`config.mk`:
```
export PLATFORM = sky130hd
export DESIGN_NAME = fcmp_nzcv
export DESIGN_NICKNAME = d
export VERILOG_FILES = /design/src/rtl/fcmp_pkg.sv /design/src/rtl/fcmp_class.sv /design/src/rtl/fcmp_order.sv /design/src/rtl/fcmp_nzcv.sv
export SDC_FILE = /design/constraint.sdc
export NUM_CORES = 1
export LEC_CHECK = 0
export BUFFER_PORTS_ARGS = -buffer_cell sky130_fd_sc_hd__buf_2
export CORE_MARGIN = 2
export CORE_UTILIZATION = 45
export DETAILED_ROUTE_END_ITERATION = 8
export GPL_ROUTABILITY_DRIVEN = 0
export GPL_TIMING_DRIVEN = 0
export PLACE_DENSITY = 0.77
export SYNTH_ARGS = -nofsm -noshare
export SYNTH_HDL_FRONTEND = slang
export SYNTH_SLANG_ARGS = --single-unit
```
`constraint.sdc`:
```
create_clock -name clk -period 2.45 [get_ports clk]
set_clock_uncertainty 0.2 [all_clocks]
set_input_delay 0.245 -clock clk [delete_from_list [all_inputs] [get_ports clk]]
set_output_delay 0.245 -clock clk [all_outputs]
set_load 0.005 [all_outputs]
```
`src/rtl/fcmp_pkg.sv`:
```
// Shared types and flag encodings for the single-precision comparator.
// Assumes flags are ordered {N,Z,C,V} from most to least significant.
package fcmp_pkg;

    typedef struct packed {
        logic n;
        logic z;
        logic c;
        logic v;
    } nzcv_t;

    localparam nzcv_t FLG_EQUAL   = '{n: 1'b0, z: 1'b1, c: 1'b1, v: 1'b0};
    localparam nzcv_t FLG_LESS    = '{n: 1'b1, z: 1'b0, c: 1'b0, v: 1'b0};
    localparam nzcv_t FLG_GREATER = '{n: 1'b0, z: 1'b0, c: 1'b1, v: 1'b0};
    localparam nzcv_t FLG_UNORD   = '{n: 1'b0, z: 1'b0, c: 1'b1, v: 1'b1};

endpackage

```
`src/rtl/fcmp_class.sv`:
```
// Classifies one packed floating-point word as NaN and, if so, as signalling.
// Assumes the layout {sign, exponent[EXP_W], mantissa[MAN_W]}; the quiet
// marker is the top mantissa bit.
module fcmp_class #(
    parameter int EXP_W = 8,
    parameter int MAN_W = 23,
    localparam int WORD_W = 1 + EXP_W + MAN_W
) (
    input  logic [WORD_W-1:0] word,
    output logic              is_nan,
    output logic              is_snan
);

    logic [EXP_W-1:0] expo;
    logic [MAN_W-1:0] mant;

    assign expo = word[WORD_W-2 -: EXP_W];
    assign mant = word[MAN_W-1:0];

    // Detect NaN and the signalling kind from exponent and mantissa fields.
    always_comb begin
        is_nan  = (&expo) && (|mant);
        is_snan = is_nan && !mant[MAN_W-1];
    end

endmodule

```
`src/rtl/fcmp_order.sv`:
```
// Orders two non-NaN packed words by their bit patterns: sign first, then the
// magnitude integer, reversed when both are negative. Both zeros compare equal.
module fcmp_order #(
    parameter int WORD_W = 32,
    localparam int MAG_W = WORD_W - 1
) (
    input  logic [WORD_W-1:0] a,
    input  logic [WORD_W-1:0] b,
    output logic              a_eq_b,
    output logic              a_lt_b
);

    logic [MAG_W-1:0] mag_a;
    logic [MAG_W-1:0] mag_b;
    logic             sign_a;
    logic             sign_b;
    logic             mag_below;
    logic             mag_above;

    assign mag_a  = a[MAG_W-1:0];
    assign mag_b  = b[MAG_W-1:0];
    assign sign_a = a[WORD_W-1];
    assign sign_b = b[WORD_W-1];

    // Magnitude comparisons shared by both sign cases.
    always_comb begin
        mag_below = mag_a < mag_b;
        mag_above = mag_a > mag_b;
    end

    // Equality with the signed-zero rule, then the signed ordering.
    always_comb begin
        a_eq_b = (a == b) || ((mag_a | mag_b) == '0);
        if (sign_a != sign_b)
            a_lt_b = sign_a;
        else if (sign_a)
            a_lt_b = mag_above;
        else
            a_lt_b = mag_below;
    end

endmodule

```
`src/rtl/fcmp_nzcv.sv`:
```
// Single-precision compare producing registered N,Z,C,V and invalid flags.
// Assumes operands are held for the edge that samples them; one-cycle latency.
// quiet_traps makes quiet NaNs trap; cmp_zero substitutes +0 for op_m.
module fcmp_nzcv
    import fcmp_pkg::*;
#(
    parameter int EXP_W = 8,
    parameter int MAN_W = 23,
    localparam int WORD_W = 1 + EXP_W + MAN_W,
    localparam int N_OPS = 2
) (
    input  logic              clk,
    input  logic              rst_n,
    input  logic [WORD_W-1:0] op_d,
    input  logic [WORD_W-1:0] op_m,
    input  logic              quiet_traps,
    input  logic              cmp_zero,
    output logic              flag_n,
    output logic              flag_z,
    output logic              flag_c,
    output logic              flag_v,
    output logic              invalid
);

    logic [WORD_W-1:0] opnd [N_OPS];
    logic [N_OPS-1:0]  nan_hit;
    logic [N_OPS-1:0]  snan_hit;
    logic              d_eq_m;
    logic              d_lt_m;
    logic              trap_next;
    nzcv_t             flags_next;
    nzcv_t             flags_q;
    logic              invalid_q;

    // Select the second operand: +0 in compare-with-zero mode.
    always_comb begin
        opnd[0] = op_d;
        opnd[1] = cmp_zero ? '0 : op_m;
    end

    genvar gi;
    generate
        for (gi = 0; gi < N_OPS; gi++) begin : g_cls
            fcmp_class #(
                .EXP_W (EXP_W),
                .MAN_W (MAN_W)
            ) u_cls (
                .word    (opnd[gi]),
                .is_nan  (nan_hit[gi]),
                .is_snan (snan_hit[gi])
            );
        end
    endgenerate

    fcmp_order #(
        .WORD_W (WORD_W)
    ) u_order (
        .a      (opnd[0]),
        .b      (opnd[1]),
        .a_eq_b (d_eq_m),
        .a_lt_b (d_lt_m)
    );

    // Pick the flag pattern: unordered first, then equal, less, greater.
    always_comb begin
        trap_next = |(nan_hit & (snan_hit | {N_OPS{quiet_traps}}));
        if (|nan_hit)
            flags_next = FLG_UNORD;
        else if (d_eq_m)
            flags_next = FLG_EQUAL;
        else if (d_lt_m)
            flags_next = FLG_LESS;
        else
            flags_next = FLG_GREATER;
    end

    // Output register with synchronous active-low reset.
    always_ff @(posedge clk) begin
        if (!rst_n) begin
            flags_q   <= '0;
            invalid_q <= 1'b0;
        end else begin
            flags_q   <= flags_next;
            invalid_q <= trap_next;
        end
    end

    assign flag_n  = flags_q.n;
    assign flag_z  = flags_q.z;
    assign flag_c  = flags_q.c;
    assign flag_v  = flags_q.v;
    assign invalid = invalid_q;


    rst_clear_chk: assert property (@(posedge clk)
        !rst_n |=> ({flag_n, flag_z, flag_c, flag_v, invalid} == 5'b0));


    nan_unord_chk: assert property (@(posedge clk) disable iff (!rst_n)
        (|nan_hit) |=> (flag_c && flag_v && !flag_n && !flag_z));


    snan_trap_chk: assert property (@(posedge clk) disable iff (!rst_n)
        (|snan_hit) |=> invalid);


    quiet_silent_chk: assert property (@(posedge clk) disable iff (!rst_n)
        (!quiet_traps && !(|snan_hit)) |=> !invalid);


    clean_inv_chk: assert property (@(posedge clk) disable iff (!rst_n)
        !(|nan_hit) |=> (!invalid && !flag_v));


    one_pattern_chk: assert property (@(posedge clk) disable iff (!rst_n)
        1'b1 |=> ({flag_n, flag_z, flag_c, flag_v} == 4'b0110 ||
                  {flag_n, flag_z, flag_c, flag_v} == 4'b1000 ||
                  {flag_n, flag_z, flag_c, flag_v} == 4'b0010 ||
                  {flag_n, flag_z, flag_c, flag_v} == 4'b0011));

endmodule

```
[Yosys cells after proc, flatten, opt, wreduce, memory -nomap -nowiden]
Cells that the tools add are included.
Cells by class
  order comparisons: 2
  eq/ne operators: 2
  muxes and demuxes: 6
  bitwise operators: 4
  reduce and logical (&&, ||, !) cells: 16
Operator list (count)
  23-bit OR reduction: 2
  32-bit equality test: 1
  32-bit two-way mux: 1
  31-bit > comparator: 1
  31-bit zero test: 1
  31-bit < comparator: 1
  31-bit bitwise OR: 1
  8-bit AND reduction: 2
  1-bit logical AND: 4
  4-bit two-way mux: 1
  2-bit OR reduction: 2
  4-bit OR reduction: 1
  3-bit two-way mux: 1
  3-bit OR reduction: 1
  2-bit bitwise AND: 1
  1-bit zero test: 2
  1-bit two-way mux: 2
  2-bit two-way mux: 1
  2-bit bitwise OR: 1
  1-bit logical OR: 1
  1-bit inequality test: 1
  1-bit inverter: 1
Word-level totals
  bits in registers: 5
  logic and storage cells: 35

[Logic depth before layout (Yosys ltp)]
  depth in word-level cells: 7
  gate-level depth with buffers: 11

[By module]
Synthesis repeated with hierarchy kept, for this count alone.
Second synthesis, totals
  cells, all modules: 267
  area, all modules: 2000.7 um^2
Modules (own cells, without submodules)
  fcmp_order: times used 1, cells an instance 194, area an instance 1436.4 um^2
  fcmp_nzcv: times used 1, cells an instance 49, area an instance 381.6 um^2
  fcmp_class: times used 2, cells an instance 12, area an instance 91.3 um^2

[Worst setup path after synthesis]
Ideal clock, no wire load.
  path kind: input port to flip-flop
  from: input cmp_zero
  to: register flags_q, in the netlist flag_c
  data arrival time: 2.219 ns
  data required time: 2.135 ns
  setup slack: -0.083 ns
  stages: 10
  buffers on the path: 2
  path through: buf_1 > clkbuf_1 > nand2b_1 > ha_1 > nor4_2 > nand4_2 > o211a_1 > a31oi_1 > o221ai_2 > o21a_1
Between the ends
  longest elaborated chain between the ends: 7
  elaborated cells between the ends (all ways): 17
  classes of those cells: order compare (2); eq/ne (2); mux (6); bitwise (1); reduce/logical (6)
RTL lines
  from (decl): RTL line fcmp_nzcv.sv:17  | input logic cmp_zero,
  32-bit two-way mux *: RTL line fcmp_nzcv.sv:38  | opnd[1] = cmp_zero ? '0 : op_m;
  31-bit < comparator or 31-bit > comparator (tied branches): RTL line fcmp_order.sv:27, fcmp_order.sv:28
  1-bit two-way mux: RTL line fcmp_order.sv:36  | else if (sign_a)
  1-bit two-way mux: RTL line fcmp_order.sv:34  | if (sign_a != sign_b)
  4-bit two-way mux: RTL line fcmp_nzcv.sv:71  | else if (d_lt_m)
  3-bit two-way mux: RTL line fcmp_nzcv.sv:69  | else if (d_eq_m)
  2-bit two-way mux *: RTL line fcmp_nzcv.sv:67  | if (|nan_hit)
  to (signal assigned): RTL line fcmp_nzcv.sv:83  | flags_q <= flags_next;
  to (decl): RTL line fcmp_nzcv.sv:32  | nzcv_t flags_q;
Every way passes the cells marked *; elsewhere a longest branch is shown, timed or not.
A chain may end at the register's enable or synchronous reset.

[Worst setup path in the final report]
Same ends and word-level chain as after synthesis.

==> summary.txt <==
====================================================================================
Least-Margin Pin Slew                                                         406 ps
Yosys warnings                                                                     0
Overflow left after global routing                                                 0
Vert. Die Dim                                                                68.9 um
Post-CTS Hold Buffers                                                              0
Headroom to the max-slew limit                                                 72.7%
Total Power Consumption                                                       645 uW
Hold_ws                                                                      70.5 ps
DR iter-0 viols                                                                   41
Endpoint class of the critical path                                         register
Critical path launch point type                                           input port
Top flip-flop cell by instance count after synthesis                    sky130_fd_sc_hd__dfxtp_1
Count of final hold-check violations                                               0
Final period utilization                                                       98.5%
Count of mapped cells out of synthesis                                           238
Final core area utilization                                                    66.3%
Antenna-violating nets left                                                        0
Global-route wire length before repair                                       8390 um
Upper clock frequency limit                                                  415 MHz
Horizontal die dimension                                                     68.9 um
Sequential share of the synthesized area                                       5.28%
Setup TNS Final                                                                 0 ps
Vias                                                                            2006
Post-Layout Cell Count                                                           366
Number of optimization iterations in the first detailed-route pass                 4
Data required time of the critical path                                      2360 ps
Detailed-route wire length per cell                                          15.4 um
Leakage power                                                             0.00132 uW
Number of inserted filler cells in the final layout                              351
Post-layout nets                                                                 447
Maximum vdd drop                                                              201 uV
Vias per std cell                                                               5.48
Critical-path maximum fanout                                                      15
Placeable core region                                                       4030 um2
Post-synthesis instance area                                                1900 um2
Detailed placement HPWL                                                      4500 um
Hold Path Stages                                                                   2
Number of buffers inserted by port buffering                                      72
Vias in the first global route                                                  1958
Worst path arrival time                                                      2320 ps
Growth of design area from synthesis to finish                                 40.9%
Post-synthesis average cell area                                            7.96 um2
Global router's overall resource usage                                         23.2%
Number of synthesized flops with an enable pin                                     0
# diodes                                                                           0
Count of state elements after synthesis                                            5
Total power divided by cell area                                          242 nW/um2
Proportion of synthesized flip-flops having asynchronous set or reset             0%
Distinct cells, synth                                                             38
Initial antenna violation count                                                    0
Largest net degree at the start of global routing                                 16
Count of pins on the block boundary                                               73
Clock tree from TritonCTS                                                        yes
Die ar.                                                                     4750 um2
Max Cap Viol                                                                       0
Startpoint-to-endpoint class of the critical path                          in -> reg
TritonCTS buffer count                                                             3
# setup viols final                                                                0
Maximum clock insertion buffer count                                               2
Clock transition at the registers of the reported paths                        30 ps
Worst hold path class                                                      in -> reg
Launch point of the worst hold path                                            rst_n
CTS Root Buffer Type                                                    sky130_fd_sc_hd__clkbuf_8
Shortest clock period the worst path allows after layout                     2410 ps
Run status                                                              finished, final reports clean
DRT Wirelength                                                               5650 um
Synthesized netlist net count                                                    368
H-tree levels                                                                      1
Number of core rows                                                               23
Sinks on the clock net                                                             5
Share of post-route cells with drive strength above 1                          38.0%
Max Transition Viols Final                                                         0
Instance count after placement with tap cells included                           360
Remaining DRCs                                                                     0
Initial cell density of the core                                               47.0%
Hold EP                                                                       flag_c
====================================================================================
[critical path, cell delays in order]
cell	delay, ps
sky130_fd_sc_hd__buf_4	170
sky130_fd_sc_hd__buf_4	180
sky130_fd_sc_hd__nand2b_4	160
sky130_fd_sc_hd__ha_4	230
sky130_fd_sc_hd__nor4_4	350
sky130_fd_sc_hd__o31a_1	210
sky130_fd_sc_hd__nor3_2	50
sky130_fd_sc_hd__o211a_1	220
sky130_fd_sc_hd__a31oi_1	200
sky130_fd_sc_hd__o221ai_2	130
sky130_fd_sc_hd__o21a_1	170
[metrics by stage]
| step | setup WS [ps] | cell area (um2) |
|---|---|---|
| 3_3_place_gp | -450 | 2340 |
| 2_1_floorplan | 15.3 | 1920 |
| 3_5_place_dp | -487 | 2340 |
| 5_1_grt | -24.9 | 2670 |
| 4_1_cts | 8.39 | 2450 |
| 6_report | 37.6 | 2670 |
[cells in the final DEF, fill, tap and decap left out, types with 3 or more instances in the layout]
master and n:
sky130_fd_sc_hd__dfxtp_1 5, sky130_fd_sc_hd__buf_2 71, sky130_fd_sc_hd__a21oi_1 5, sky130_fd_sc_hd__buf_4 6
sky130_fd_sc_hd__nand2b_1 25, sky130_fd_sc_hd__nand3_1 4, sky130_fd_sc_hd__nand4_1 11, sky130_fd_sc_hd__nor2b_1 6
sky130_fd_sc_hd__inv_1 40, sky130_fd_sc_hd__nand2_1 3, sky130_fd_sc_hd__ha_1 51, sky130_fd_sc_hd__o21ai_1 3
sky130_fd_sc_hd__nor4_1 14, sky130_fd_sc_hd__ha_4 11, sky130_fd_sc_hd__nor2_1 9, sky130_fd_sc_hd__nor3_1 5
sky130_fd_sc_hd__clkbuf_8 3, sky130_fd_sc_hd__nor4_4 6, sky130_fd_sc_hd__nand2b_4 8
[cell usage after synthesis, drive strengths merged, types with 4 or more instances]
| cell type | number | share of area, % |
|---|---|---|
| nor3 | 6 | 1.6 |
| nor2b | 6 | 2.0 |
| nor2 | 9 | 1.8 |
| inv | 40 | 7.9 |
| nand3 | 4 | 1.1 |
| nand2b | 33 | 11 |
| ha | 62 | 41 |
| nor4 | 21 | 9.5 |
| o21ai | 4 | 1.1 |
| dfxtp | 5 | 5.3 |
| a21oi | 7 | 2.2 |
| nand4 | 12 | 4.3 |
| nand2 | 4 | 0.79 |
[repair_timing]
item                       4_1_cts  5_1_grt
setup endpoints to repair        2        2
setup buffers                    1        2
gates resized for setup          9       26
pin swaps                        5        9
[registers in the layout, summed over array words and instances (netlist names)]
register and count:
flag_n 1, flag_v 1, invalid 1, flag_c 1, flag_z 1
[how the worst max path moves through the flow]
stage	startpoint	to	slack [ps]	cells after the start
floorplan	cmp_zero	flag_c	20	11
global placement	cmp_zero	flag_c	-450	12
detailed placement	cmp_zero	flag_c	-490	12
CTS	cmp_zero	flag_c	8	10
global route	cmp_zero	flag_c	-20	11
finish	cmp_zero	flag_c	40	11
[where the power goes]
group | switching [uW] | internal, uW | total, uW
logic | 212 | 196 | 408
clock network | 39.4 | 112 | 151
registers | 0.611 | 85.4 | 86.0
total | 252 | 393 | 645
[layer usage]
layer	GRT usage, %	vias up	wire length [um]
li1	-	990	-
met3	3.08	6	206
met2	44.5	54	2950
met5	0	-	0
met1	27.8	956	2440
met4	3.43	0	59
[area by class of cell]
| type | count | area, um2 | area share [%] |
|---|---|---|---|
| repair buffers | 75 | 385 | 14.4 |
| flip-flops and latches | 5 | 100 | 3.75 |
| inverters | 40 | 150 | 5.62 |
| clock buffers | 4 | 45.0 | 1.69 |
| plain buffers | 2 | 15.0 | 0.562 |
| multi-input cells | 190 | 1910 | 71.6 |
| well taps | 50 | 62.6 | 2.34 |
[kinds of logic after synthesis]
logic type,share of synthesized area [%]
adders and majority gates,40.9
and+or+nand+nor,33.5
DFF,5.28
AOI/OAI and AO/OA,11.3
buffers and inverters,8.51
xor gates and xnor gates,0.462
No activity file was read; power rests on OpenSTA's default activity.
